==> src/rtl/eepin_pkg.sv <==
package eepin_pkg;
    localparam int unsigned REG_W   = 4;
    localparam int unsigned BIT_DO  = 0;
    localparam int unsigned BIT_SK  = 1;
    localparam int unsigned BIT_OWN = 2;
    localparam int unsigned BIT_PRS = 3;
    localparam int unsigned NPADS   = 2;
    localparam int unsigned PAD_SK  = 0;
    localparam int unsigned PAD_DO  = 1;

    typedef enum logic [1:0] {
        ST_HOLD   = 2'd0,
        ST_LED    = 2'd1,
        ST_ENGINE = 2'd2,
        ST_HOST   = 2'd3
    } own_state_t;
endpackage

==> src/rtl/eepin_detect.sv <==
module eepin_detect (
    input  logic clk,
    input  logic rst,
    input  logic sk_level,
    output logic present
);
    // Resampled on every reset edge; the last one wins.
    always_ff @(posedge clk) begin
        if (rst) begin
            present <= sk_level;
        end
    end
endmodule

==> src/rtl/eepin_owner_fsm.sv <==
module eepin_owner_fsm
    import eepin_pkg::*;
(
    input  logic clk,
    input  logic rst,
    input  logic present,
    input  logic eng_busy,
    input  logic host_own,
    output logic hold,
    output logic eeprom_mode,
    output logic eng_sel
);
    own_state_t state_q, state_d;

    function automatic own_state_t pick(input logic prs, input logic busy, input logic own);
        if (!prs)      return ST_LED;
        else if (busy) return ST_ENGINE;
        else if (own)  return ST_HOST;
        else           return ST_LED;
    endfunction

    always_ff @(posedge clk) begin
        if (rst) state_q <= ST_HOLD;
        else     state_q <= state_d;
    end

    always_comb begin
        state_d = state_q;
        unique case (state_q)
            ST_HOLD:   state_d = pick(present, eng_busy, host_own);
            ST_LED:    state_d = pick(present, eng_busy, host_own);
            ST_ENGINE: state_d = pick(present, eng_busy, host_own);
            ST_HOST:   state_d = pick(present, eng_busy, host_own);
            default:   state_d = ST_HOLD;
        endcase
    end

    always_comb begin
        hold        = 1'b0;
        eeprom_mode = 1'b0;
        eng_sel     = 1'b0;
        unique case (state_q)
            ST_HOLD:   hold = 1'b1;
            ST_LED:    ;
            ST_ENGINE: begin eeprom_mode = 1'b1; eng_sel = 1'b1; end
            ST_HOST:   eeprom_mode = 1'b1;
            default:   hold = 1'b1;
        endcase
        if (rst) hold = 1'b1;
    end
endmodule

==> src/rtl/eepin_pad_cell.sv <==
module eepin_pad_cell #(
    parameter bit EE_DRIVE = 1'b1
) (
    input  logic hold,
    input  logic eeprom_mode,
    input  logic led_val,
    input  logic ee_val,
    output logic pad_o,
    output logic pad_oe
);
    always_comb begin
        if (hold) begin
            pad_o  = 1'b0;
            pad_oe = 1'b0;
        end else if (eeprom_mode) begin
            pad_o  = EE_DRIVE ? ee_val : 1'b0;
            pad_oe = EE_DRIVE;
        end else begin
            pad_o  = led_val;
            pad_oe = 1'b1;
        end
    end
endmodule

==> src/rtl/eeprom_pin_ctrl.sv <==
module eeprom_pin_ctrl
    import eepin_pkg::*;
(
    input  logic             clk,
    input  logic             rst,
    input  logic             reg_we,
    input  logic [REG_W-1:0] reg_wdata,
    output logic [REG_W-1:0] reg_rdata,
    input  logic             eng_busy,
    input  logic             eng_sk,
    input  logic             led_a,
    input  logic             led_b,
    input  logic             sk_pad_i,
    output logic             sk_pad_o,
    output logic             sk_pad_oe,
    input  logic             do_pad_i,
    output logic             do_pad_o,
    output logic             do_pad_oe
);
    logic present;
    logic host_sk_q, host_own_q, own_eff;
    logic hold, eeprom_mode, eng_sel;
    logic [NPADS-1:0] led_v, ee_v, pad_o_v, pad_oe_v;
    logic unused_wbits;

    assign unused_wbits = ^{reg_wdata[BIT_DO], reg_wdata[BIT_PRS]};

    eepin_detect u_detect (
        .clk      (clk),
        .rst      (rst),
        .sk_level (sk_pad_i),
        .present  (present)
    );

    always_ff @(posedge clk) begin
        if (rst) begin
            host_sk_q  <= 1'b0;
            host_own_q <= 1'b0;
        end else if (reg_we) begin
            host_sk_q  <= reg_wdata[BIT_SK];
            host_own_q <= reg_wdata[BIT_OWN];
        end
    end

    assign own_eff = reg_we ? reg_wdata[BIT_OWN] : host_own_q;

    eepin_owner_fsm u_fsm (
        .clk         (clk),
        .rst         (rst),
        .present     (present),
        .eng_busy    (eng_busy),
        .host_own    (own_eff),
        .hold        (hold),
        .eeprom_mode (eeprom_mode),
        .eng_sel     (eng_sel)
    );

    assign led_v[PAD_SK] = led_a;
    assign led_v[PAD_DO] = led_b;
    assign ee_v[PAD_SK]  = eng_sel ? eng_sk : host_sk_q;
    assign ee_v[PAD_DO]  = 1'b0;

    for (genvar i = 0; i < NPADS; i++) begin : g_pad
        eepin_pad_cell #(.EE_DRIVE(i == PAD_SK)) u_cell (
            .hold        (hold),
            .eeprom_mode (eeprom_mode),
            .led_val     (led_v[i]),
            .ee_val      (ee_v[i]),
            .pad_o       (pad_o_v[i]),
            .pad_oe      (pad_oe_v[i])
        );
    end

    assign sk_pad_o  = pad_o_v[PAD_SK];
    assign sk_pad_oe = pad_oe_v[PAD_SK];
    assign do_pad_o  = pad_o_v[PAD_DO];
    assign do_pad_oe = pad_oe_v[PAD_DO];

    always_comb begin
        reg_rdata          = '0;
        reg_rdata[BIT_DO]  = do_pad_i;
        reg_rdata[BIT_SK]  = host_sk_q;
        reg_rdata[BIT_OWN] = host_own_q;
        reg_rdata[BIT_PRS] = present;
    end
endmodule

==> config.mk <==
export PLATFORM = sky130hd
export DESIGN_NAME = eeprom_pin_ctrl
export DESIGN_NICKNAME = d
export VERILOG_FILES = /design/src/rtl/eepin_pkg.sv /design/src/rtl/eepin_detect.sv /design/src/rtl/eepin_owner_fsm.sv /design/src/rtl/eepin_pad_cell.sv /design/src/rtl/eeprom_pin_ctrl.sv
export SDC_FILE = /design/constraint.sdc
export NUM_CORES = 1
export LEC_CHECK = 0
export ABC_AREA = 1
export BUFFER_PORTS_ARGS = -buffer_cell sky130_fd_sc_hd__buf_2
export CAP_MARGIN = 10
export CORE_AREA = 3 3 40 42
export DETAILED_ROUTE_END_ITERATION = 12
export DIE_AREA = 0 0 43 45
export GPL_TIMING_DRIVEN = 0
export PLACE_DENSITY_LB_ADDON = 0.05
export SKIP_LAST_GASP = 1
export SLEW_MARGIN = 20
export SYNTH_ARGS = -nofsm -noshare
export SYNTH_HDL_FRONTEND = slang
export SYNTH_SLANG_ARGS = --single-unit
export TNS_END_PERCENT = 5
==> constraint.sdc <==
create_clock -name clk -period 2 [get_ports clk]
set_input_delay 0.1 -clock clk [delete_from_list [all_inputs] [get_ports clk]]
set_output_delay 0.1 -clock clk [all_outputs]
set_load 0.02 [all_outputs]
; ---- Yosys cells after proc, flatten, opt, wreduce, memory -nomap -nowiden
; Cells that the tools add are included.
[classes]
n_eq_ne = 3
n_mux = 17
reduce_logical = 3
[op_table]
columns = cell, n
row1 = 2-to-1 mux 1 bit, 13
row2 = 2-to-1 mux 2 bit, 4
row3 = "equality test 2 bit, second input constant", 2
row4 = OR reduction 4 bit, 1
row5 = "equality test 2 x 1 -> 1 bit, second input constant", 1
row6 = logical NOT 2 bit, 1
row7 = OR reduction 2 bit, 1
[word_totals]
reg_bits = 5
in_bits = 13
output_inout_bits = 8
elab_cells = 27

; ---- Longest topological paths before layout
[depth]
depth_word = 5
ltp_mapped = 5
ltp_nobuf = 5

; ---- Modules after synthesis
; A second synthesis with hierarchy kept.
[unflattened]
hier_cells = 43
hier_area_um2 = 287.8
[modules_own_cells]
columns = module, n_inst, cells_per_inst, area_each_um2, seq_area_each_um2
row1 = eeprom_pin_ctrl, 1, 21, 138.9, 40.0
row2 = eepin_owner_fsm, 1, 11, 76.3, 40.0
row3 = eepin_detect, 1, 1, 30.0, 30.0
row4 = eepin_pad_cell (g_pad[0].u_cell), 1, 6, 25.0, 0.0
row5 = eepin_pad_cell (g_pad[1].u_cell), 1, 4, 17.5, 0.0

; ---- Least setup slack after synthesis
; No wires, ideal clock.
[synth_timing]
kind = register -> output
from = reg u_fsm.state_q[0]
to = out sk_pad_oe
arrival_time_ps = 742
t_required_ps = 1900
slack_ps = 1158
stages_incl_launch_ff = 3
path_buffers = 0
cell_sequence = dfxtp_1 -> inv_1 -> a21oi_1
[synth_via]
elab_chain_len = 4
[synth_rtl]
columns = item, line
row1 = start: declaration, eepin_owner_fsm.sv:13  ; own_state_t state_q, state_d;
row2 = start signal: assignment, eepin_owner_fsm.sv:24  ; else state_q <= state_d;
row3 = logical NOT 2 bit, eepin_owner_fsm.sv:42  ; unique case (state_q)
row4 = 2-to-1 mux 1 bit, eepin_owner_fsm.sv:42
row5 = 2-to-1 mux 1 bit, eepin_owner_fsm.sv:49  ; if (rst) hold = 1'b1;
row6 = 2-to-1 mux 1 bit, eepin_pad_cell.sv:12  ; if (hold) begin
row7 = end: declaration, eeprom_pin_ctrl.sv:15  ; output logic sk_pad_oe,
; No other way between the ends.

; ---- Worst setup path after layout
[layout_timing]
from = reg u_fsm.state_q[0]
to = out sk_pad_o
[layout_via]
elab_chain_len = 5
elab_cells_between_ends = 11
cone_classes = eq/ne: 2 / mux: 7 / reduce/logical: 2
[layout_rtl]
columns = item, line
row1 = equality test 2 bit, eepin_owner_fsm.sv:42
row2 = 2-to-1 mux 1 bit / OR reduction 2 bit (equally long branches), --
row3 = 2-to-1 mux 1 bit (on tied branches), "eeprom_pin_ctrl.sv:60, eepin_owner_fsm.sv:42"
row4 = 2-to-1 mux 1 bit, eepin_pad_cell.sv:15  ; end else if (eeprom_mode) begin
row5 = 2-to-1 mux 1 bit (*), eepin_pad_cell.sv:12
row6 = end: declaration, eeprom_pin_ctrl.sv:14  ; output logic sk_pad_o,
; Mark *: on every way between the ends. The rest lies on a longest branch, timed or not.

==> results.md <==
- Status: completed
- Crit path largest cell delay: 370 ps
- DRT antenna net count: 0
- Total CTS buffers: 3
- Router iterations before antenna repair: 3
- Final cell count without fillers: 74
- Endpoints failing hold: 0
- DP HPWL: 457.9 microns
- Leakage: 0.2423 nW
- Warnings from Yosys: 0
- FP Rows: 13
- Count of cell types in the netlist: 11
- Initial Util: 20.16%
- Post-synth net total: 51
- First-pass GRT wire length: 945 microns
- Seq pwr share: 39.6%
- CP most frequent cell: nand2_1
- Worst reg2reg setup slack: 1300 ps
- Mux share of post-synthesis cell area: 0%
- FILL cells: 152
- Vias: 285
- CTS Buffer Depth: 2
- Worst VDD drop: 341.9 uV
- NumNets Final: 73
- Antenna violations before repair: 0
- Largest net degree at the start of global routing: 8
- Die Area: 0.001935 sq mm
- R2R depth: 4
- Global route overflow: 0
- Sequential fraction of the synthesis area: 42.51%
- I/O pin count: 21
- Wire length per cell: 7.581 microns
- Crit end category: output pin
- GPL Wtd Cong: 0.7030
- Net Sw Frac: 27.08%
- # Post-CTS Setup Buffers: 0
- HP Class: input pin to register
- Hold depth: 1
- Cells after DPL: 70
- Cells after Synth: 38
- Psw: 0.07834 mW
- Placeable Area: 0.001285 sq mm
- P_int: 0.2110 mW
- Die Height: 45 microns
- Slew @ Worst Pin: 146.7 ps
- Fin crit period: 1110 ps
- Startpoint types: register
- Drc violations: 0
- Compound-gate portion of the synthesized area: 7.729%
- Clock Sinks: 5
- Clk_skew: 2.307 ps
- Simple-gate share of the synthesized area: 25.12%
- Crit path DAT: 1010 ps
- Vias in the first global route: 252
- Max FO, Critical Path: 4
- Clock Latency Late Sink: 240 ps
- Setup TNS: 0 ps
- Slowest cell on the critical path: dfxtp_1
- CTS tree: built
- Max Clk Rate: 0.9009 GHz
- Clock power frac: 41.1%
- RSZ-0062 raised after global routing: false
- Yosys reg bits: 5
- Synthesized area per cell: 6.816 sq um
- Synthesis-to-finish area growth: 50.24%
- Routed WL: 561 microns
- XOR/XNOR Fraction of Synth Area: 0%
- Max-Cap Viols: 0
- Adder-Cell Fraction of Synth Area: 0%
- Via density: 3.851
- Iteration-0 DRC Markers: 1
- CTS clk-pin slew, worst paths: 50 ps
- Layout cells sized above 1: 42.37%
- Critical path type: register to output pin
- Area occupied by multi-input gates: 85.08 sq um
- Most frequent cells in the layout: buf_2 (17), inv_1 (8), nand2_1 (8)
- # diodes: 0
- GRT Overall Usage: 6.850%
- Synthesized area: 259.0 sq um
- CTS Root Cell: clkbuf_4
- Buffers on Ports: 17
- Die width: 43 microns
- Final critical-path share of the clock period: 55.50%
- Final setup fails: 0
- Post-CTS Hold Fix Bufs: 0
- Logic pwr share: 19.3%
- Slew headroom: 90.12%
- Max-slew violations: 0
- Most common cell after layout, fill and taps aside: buf_2
- Storage element area: 110.1 sq um
- Largest family of logic cells by synthesized area: simple AND/OR/NAND/NOR gates
- PostCTS Resize Cnt: 0
- Pwr dens: 743.5 mW/mm^2
- CTS H-tree depth: 1
- Crit-path cells: inv_1 > nand2_1 > nand2_1 > nand2_1 > nand2_1 > buf_2
- Worst Path Required: 1900 ps
==> critical path, delay by kind of cell (launching register included) <==
kind	cells	cell delay (ps)
buf+inv	2	220
simple gates	4	180
flops	1	370
==> flip-flops by register name, summed over array words and instances (netlist names) <==
name / count
u_fsm.state_q: 2
u_detect.present: 1
host_own_q: 1
host_sk_q: 1
==> cells by family after synthesis <==
group / Yosys count
AOI/OAI and AO/OA: 4
buffers and inverters: 13
DFF: 5
and+or+nand+nor: 16
==> per-stage QoR <==
| step | setup WS, ps | utilization [%] | total power, mW | hold WS (ps) | cell area [sq um] |
|---|---|---|---|---|---|
| finish | 890.0 | 30.28 | 0.2893 | 31.99 | 389.1 |
| CTS | 881.5 | 30.28 | 0.2942 | 24.85 | 389.1 |
| floorplan | 1158 | - | 0.1507 | 169.1 | 259.0 |
| global placement | 1132 | 28.24 | 0.1737 | 276.5 | 362.8 |
| detailed placement | 1148 | 28.24 | 0.1731 | 279.6 | 362.8 |
| global route | 805.9 | 30.28 | 0.3112 | 18.86 | 389.1 |
==> worst paths after layout <==
| kind | to | from |
|---|---|---|
| hold / removal | u_detect.present | sk_pad_i |
| setup / recovery | sk_pad_o | u_fsm.state_q[0] |
| hold reg to reg | u_fsm.state_q[0] | u_detect.present |
| setup reg to reg | u_fsm.state_q[1] | u_detect.present |
==> routing by layer <==
layer | part of all wire, % | up-vias | GRT usage [%]
li1 | - | 152 | -
met1 | 43 | 120 | 7.299
met3 | 12 | 0 | 3.187
met2 | 45 | 13 | 9.581
met4 | 0 | 0 | 7.229
met5 | 0 | - | 0
==> power groups by stage <==
stage / clock network (mW) / registers, mW / logic, mW
2_1_floorplan: 0 / 0.116 / 0.0352
3_3_place_gp: 0 / 0.117 / 0.0570
3_5_place_dp: 0 / 0.117 / 0.0565
4_1_cts: 0.123 / 0.115 / 0.0567
5_1_grt: 0.133 / 0.116 / 0.0623
6_report: 0.119 / 0.115 / 0.0558
==> cell type report <==
type	count	share of cell area (%)
sequential	5	28.30
clock buffer	4	6.752
inverter	9	8.682
multi-input combinational	20	21.86
timing repair buffer	17	21.86
tap	15	4.823
buffer	4	7.717
==> synthesized netlist by cell type <==
cell,n,area (sq um)
inv_2,1,3.750
buf_4,4,30.03
nand2_1,8,30.03
a21oi_1,3,15.01
nand4_1,1,6.260
nor2_1,5,18.77
o21ai_0,1,5.000
inv_1,8,30.03
edfxtp_1,1,30.03
dfxtp_1,4,80.08
nand3_1,2,10.01
(Power assumes the default switching activity.)
